$ cat src/rtl/clkctl_pkg.sv
package clkctl_pkg;
  localparam int CK_NREG = 28;
  localparam int CK_DW   = 32;
  localparam int CK_AW   = 12;

  typedef logic [CK_DW-1:0] word_t;

  // Value each slot loads on reset
  function automatic word_t reg_reset(input int idx);
    case (idx)
      0:        reg_reset = 32'h074b0b7d;
      1:        reg_reset = 32'hff870b48;
      2:        reg_reset = 32'h49fcfe7f;
      3:        reg_reset = 32'h007f0000;
      4:        reg_reset = 32'h04001800;
      5:        reg_reset = 32'h04051c03;
      6:        reg_reset = 32'h04043001;
      7:        reg_reset = 32'h00000280;
      8, 9, 10, 11: reg_reset = 32'hffffffff;
      18:       reg_reset = 32'h00004040;
      23:       reg_reset = 32'h80209828;
      24:       reg_reset = 32'h00aa0000;
      25:       reg_reset = 32'h00000285;
      default:  reg_reset = '0;
    endcase
  endfunction

  // Bits a write may change; zero marks a read-only slot
  function automatic word_t reg_wmask(input int idx);
    case (idx)
      0:           reg_wmask = 32'h3b6fdfff;
      1:           reg_wmask = 32'hff9f3fff;
      4, 6:        reg_wmask = 32'hbfff3fff;
      2, 8, 9, 10: reg_wmask = 32'hffffffff;
      default:     reg_wmask = '0;
    endcase
  endfunction

  // Bits set by every accepted write
  function automatic word_t reg_force(input int idx);
    reg_force = (idx == 0) ? 32'h04000000 : '0;
  endfunction
endpackage

$ cat src/rtl/clkctl_decode.sv
module clkctl_decode #(
  parameter int AW   = 12,
  parameter int NREG = 28,
  localparam int IW  = AW - 2
) (
  input  logic [AW-1:0] addr,
  output logic [IW-1:0] idx,
  output logic          in_range,
  output logic          aligned
);
  always_comb begin
    idx      = addr[AW-1:2];
    aligned  = (addr[1:0] == 2'b00);
    in_range = (int'(addr[AW-1:2]) < NREG);
  end
endmodule

$ cat src/rtl/clkctl_word.sv
module clkctl_word #(
  parameter int          DW    = 32,
  parameter logic [DW-1:0] RSTV  = '0,
  parameter logic [DW-1:0] WMASK = '0,
  parameter logic [DW-1:0] FORCE = '0
) (
  input  logic          clk,
  input  logic          rst,
  input  logic          we,
  input  logic [DW-1:0] wdata,
  output logic [DW-1:0] q,
  output logic          accepts
);
  localparam bit WRITABLE = (WMASK != '0);

  assign accepts = we && WRITABLE;

  always_ff @(posedge clk) begin
    if (rst)
      q <= RSTV;
    else if (accepts)
      q <= (wdata & WMASK) | FORCE;
  end
endmodule

$ cat src/rtl/clkctl_rdport.sv
module clkctl_rdport #(
  parameter int NREG = 28,
  parameter int DW   = 32,
  parameter int IW   = 10
) (
  input  logic               clk,
  input  logic               rst,
  input  logic               rd_en,
  input  logic               rd_ok,
  input  logic [IW-1:0]      idx,
  input  logic [NREG*DW-1:0] words,
  output logic [DW-1:0]      rdata
);
  logic [DW-1:0] sel;

  always_comb begin
    sel = '0;
    for (int i = 0; i < NREG; i++)
      if (int'(idx) == i) sel = words[i*DW +: DW];
  end

  always_ff @(posedge clk) begin
    if (rst)
      rdata <= '0;
    else if (rd_en)
      rdata <= rd_ok ? sel : '0;
  end
endmodule

$ cat src/rtl/clkctl_regbank.sv
module clkctl_regbank
  import clkctl_pkg::*;
#(
  parameter int NREG = CK_NREG,
  parameter int DW   = CK_DW,
  parameter int AW   = CK_AW,
  localparam int IW  = AW - 2
) (
  input  logic               clk,
  input  logic               rst,
  input  logic [AW-1:0]      bus_addr,
  input  logic               bus_wr,
  input  logic               bus_rd,
  input  logic [DW-1:0]      bus_wdata,
  output logic [DW-1:0]      bus_rdata,
  output logic               bus_err,
  output logic [NREG*DW-1:0] cfg_words
);
  logic [IW-1:0]   idx;
  logic            in_range, aligned, addr_ok;
  logic            acc_wr, acc_rd;
  logic [NREG-1:0] hit, taken;

  clkctl_decode #(.AW(AW), .NREG(NREG)) u_dec (
    .addr(bus_addr), .idx(idx), .in_range(in_range), .aligned(aligned)
  );

  assign addr_ok = in_range && aligned;
  assign acc_wr  = bus_wr;
  assign acc_rd  = bus_rd && !bus_wr;

  for (genvar i = 0; i < NREG; i++) begin : g_word
    assign hit[i] = acc_wr && addr_ok && (int'(idx) == i);
    clkctl_word #(
      .DW(DW), .RSTV(DW'(reg_reset(i))),
      .WMASK(DW'(reg_wmask(i))), .FORCE(DW'(reg_force(i)))
    ) u_word (
      .clk(clk), .rst(rst), .we(hit[i]), .wdata(bus_wdata),
      .q(cfg_words[i*DW +: DW]), .accepts(taken[i])
    );
  end

  clkctl_rdport #(.NREG(NREG), .DW(DW), .IW(IW)) u_rd (
    .clk(clk), .rst(rst), .rd_en(acc_rd), .rd_ok(addr_ok),
    .idx(idx), .words(cfg_words), .rdata(bus_rdata)
  );

  always_ff @(posedge clk) begin
    if (rst)
      bus_err <= 1'b0;
    else
      bus_err <= (acc_wr && !(|taken)) || (acc_rd && !addr_ok);
  end
endmodule

$ cat config.mk
export PLATFORM = sky130hd
export DESIGN_NAME = clkctl_regbank
export DESIGN_NICKNAME = d
export VERILOG_FILES = /design/src/rtl/clkctl_pkg.sv /design/src/rtl/clkctl_decode.sv /design/src/rtl/clkctl_word.sv /design/src/rtl/clkctl_rdport.sv /design/src/rtl/clkctl_regbank.sv
export SDC_FILE = /design/constraint.sdc
export NUM_CORES = 1
export LEC_CHECK = 0
export CAP_MARGIN = 25
export CELL_PAD_IN_SITES_DETAIL_PLACEMENT = 1
export CELL_PAD_IN_SITES_GLOBAL_PLACEMENT = 1
export CORE_AREA = 2 2 379 381
export CTS_CLUSTER_DIAMETER = 200
export DETAILED_ROUTE_END_ITERATION = 10
export DIE_AREA = 0 0 381 383
export PLACE_DENSITY_LB_ADDON = 0.1
export SYNTH_ARGS = -nofsm -noshare
export SYNTH_HDL_FRONTEND = slang
export SYNTH_SLANG_ARGS = --single-unit
$ cat constraint.sdc
create_clock -name clk -period 2.6 [get_ports clk]
set_input_delay 0.26 -clock clk [delete_from_list [all_inputs] [get_ports clk]]
set_output_delay 0.26 -clock clk [all_outputs]
set_load 0.02 [all_outputs]
==> metrics.yaml <==
vias: 15900
grtUsageTotal_pct: 14.1
setup_violations: 0
cp_slowest_stage_delay_ns: 0.51
cts_resized: 0
area_delta_synth_final_pct: 31.8
placedCellCount: 4594
cts_buffers: 39
max_slew.worst_pin.slew_ns: 0.925
clk_pin_slew_worst_paths_ns: 0.07
synth_common_cells: "663 x buf_4, 483 x nand2_1, 273 x dfxtp_1, 150 x nand3_1, 135 x a21oi_1"
ctsHoldBuffers: 0
drc: 0
outcome: "finished clean"
crit_type: "input pin to flop"
ys_types: 77
synth_flop_cell: "dfxtp_1"
nNetsFinal: 2781
slew-limit-headroom_pct: 37.8
whs_path_depth: 2
reg2reg_from: "g_word[2].u_word.q[24]"
whs_ns: 0.0459
io_buffers: 320
r2r_slack_ns: 0.73
r2r-end: "u_rd.rdata[24]"
synth_top_area_share_pct: 31.0
worstPathArrival_ns: 2.98
synth_area_leaders: "dfxtp_1 31%, buf_4 28%, nand2_1 10%"
root_buffer: "clkbuf_16"
cts.path.max_buffers: 3
ff2ff_path_depth: 6
p_per_area_nw_per_um2: 493
crit_slowest_cell: "or4b_1"
hpwl_mm: 87.4
core_area_um2: 142000
synth_edf_count: 0
met2_usage_pct: 23.4
yosys_warnings: 0
grt_overflow: 0
async_reset_ff_share_pct: 0
use_met3_pct: 5.00
rows: 139
leakage_nw: 9.56
grt_pass1_vias: 15700
drv_slew: 0
gp_congestion: 0.790
finalCritPeriodShare_pct: 95.7
start_util_pct: 12.4
grt_pass1_wl_mm: 143
drt_first_pass_iters: 7
yosys.cell_count.top_type: "buf_4"
ys_seq_elements: 273
post_drt_via_cell_ratio: 3.41
cts_setup_buffers: 0
ir_drop_uv: 376
timing.fmax_mhz: 402
avgSynthCellArea_um2: 7.55
fp.dieW_um: 381
finalNonFillerCells: 4668
worstHoldEndpoint: "u_rd.rdata[14]"
grt_antenna_before_repair: 9
htree_levels: 2
cts_sinks: 273
end_kind: "flop"
synth.largest_area_cell: "dfxtp_1"
clock_latency_ns: 0.58
skew_ns: 0.0181
tritoncts: "built"
start_kind: "input pin"
critical-path-top-delay-family: "buffers and inverters"
setup_slack_ns: 0.112
wl_per_cell_um: 23.2
dieArea_um2: 146000
crit_top_cell: "buf_4"
synth_area_um2: 17700
synthCells: 2339
fin_crit_ns: 2.49
grtUsageMet1_pct: 17.4
fin_util_pct: 16.4
routed_wl_mm: 108
grt_max_degree: 90
holdCritStartpoint: "rst"
path_buf_inv: 4
fin_setup_tns_ns: 0
cp_cell_sequence: "clkdlybuf4s50_1 -> buf_4 -> or4b_1 -> buf_4 -> buf_4 -> nor3_1 -> a221oi_1 -> a211o_1 -> a31oi_1"
io_pins: 977
pre_cts_ws_ns: -0.434
ant_nets: 0
cp_max_fo: 9
finalHoldViolCount: 0
hold_class: "input pin to flop"
rsz0062_at_grt: "false"
ys_seq_area_share_pct: 31.0
busiest_layer: "met2"
drive_gt1_share_pct: 10.9
die_h_um: 383
maxCapViolCount: 0
first_iter_violations: 680
cp.required_ns: 3.10
-- registers in the layout (all words and copies together) (netlist names) --
name / count
g_word.u_word.q: 240
u_rd.rdata: 32
bus_err: 1
-- cell usage in the layout, fill, tap and decap left out, drive strengths merged, types with 8 or more instances in the layout --
| master | Yosys | routed |
|---|---|---|
| o311ai | 10 | 10 |
| nor3 | 52 | 52 |
| nand3 | 150 | 150 |
| or2 | 10 | 10 |
| mux2i | 30 | 30 |
| a22oi | 12 | 12 |
| inv | 9 | 11 |
| buf | 742 | 202 |
| nor4 | 9 | 9 |
| nand4 | 11 | 11 |
| o22ai | 16 | 16 |
| nand2 | 483 | 483 |
| conb | 2 | 656 |
| o21ai | 60 | 60 |
| a31oi | 11 | 11 |
| nor2 | 80 | 80 |
| o211ai | 14 | 14 |
| or3 | 8 | 8 |
| a221oi | 13 | 13 |
| clkbuf | 78 | 60 |
| a21oi | 135 | 135 |
| clkdlybuf4s50 | 0 | 317 |
| dfxtp | 273 | 273 |
| o2bb2ai | 13 | 13 |
-- routing by layer --
metal	part of all wire [%]	wire length, um
met5	0.040	43
met4	1.7	1860
met3	8.5	9190
met2	47	50800
met1	43	46500
-- report_power, final --
group / internal (mW) / total [mW] / switching (mW)
Clock: 3.27 / 5.57 / 2.30
Sequential: 4.18 / 4.19 / 0.00165
Combinational: 0.278 / 1.72 / 1.44
-- worst max path at each step --
stage | end | startpoint | cells past startpoint | slack [ns]
6_report | u_rd.rdata[7] | bus_addr[10] | 9 | 0.11
3_3_place_gp | u_rd.rdata[7] | bus_addr[10] | 9 | -0.40
4_1_cts | u_rd.rdata[7] | bus_addr[10] | 9 | 0.16
3_5_place_dp | u_rd.rdata[7] | bus_addr[10] | 9 | -0.43
5_1_grt | u_rd.rdata[7] | bus_addr[10] | 9 | 0.10
2_1_floorplan | g_word[10].u_word.q[22] | bus_addr[10] | 9 | 0.56
-- worst reg2reg max path: cells and delay by family, from the launching register on --
| kind | cells | cell delay [ns] |
|---|---|---|
| compound gates | 4 | 1.08 |
| buf+inv | 2 | 0.33 |
| flops | 1 | 0.33 |
-- area by class of cell --
class                           count  area, um^2
Antenna cell                        3        7.51
Fill cell                       17100      119000
Inverter                            9        36.3
Tap cell                         1903        2380
Clock inverter                     10        98.8
Timing Repair Buffer              519        5130
Multi-Input combinational cell   1891        8950
Clock buffer                       60        1200
Sequential cell                   273        5470
-- stage by stage --
step | power (mW) | area (um^2)
2_1_floorplan | 6.18 | 20100
3_5_place_dp | 5.98 | 21900
5_1_grt | 11.9 | 23300
3_3_place_gp | 5.97 | 21900
4_1_cts | 11.7 | 23200
6_report | 11.5 | 23300
-- kinds of logic after synthesis --
| group | synth area share [%] |
|---|---|
| AND/OR/NAND/NOR | 21.7 |
| other | 0.0425 |
| multiplexers | 2.02 |
| buffers and inverters | 32.3 |
| flip-flops | 31.0 |
| AO/OA/AOI/OAI | 12.9 |
Power figures use the tool's default switching activity.
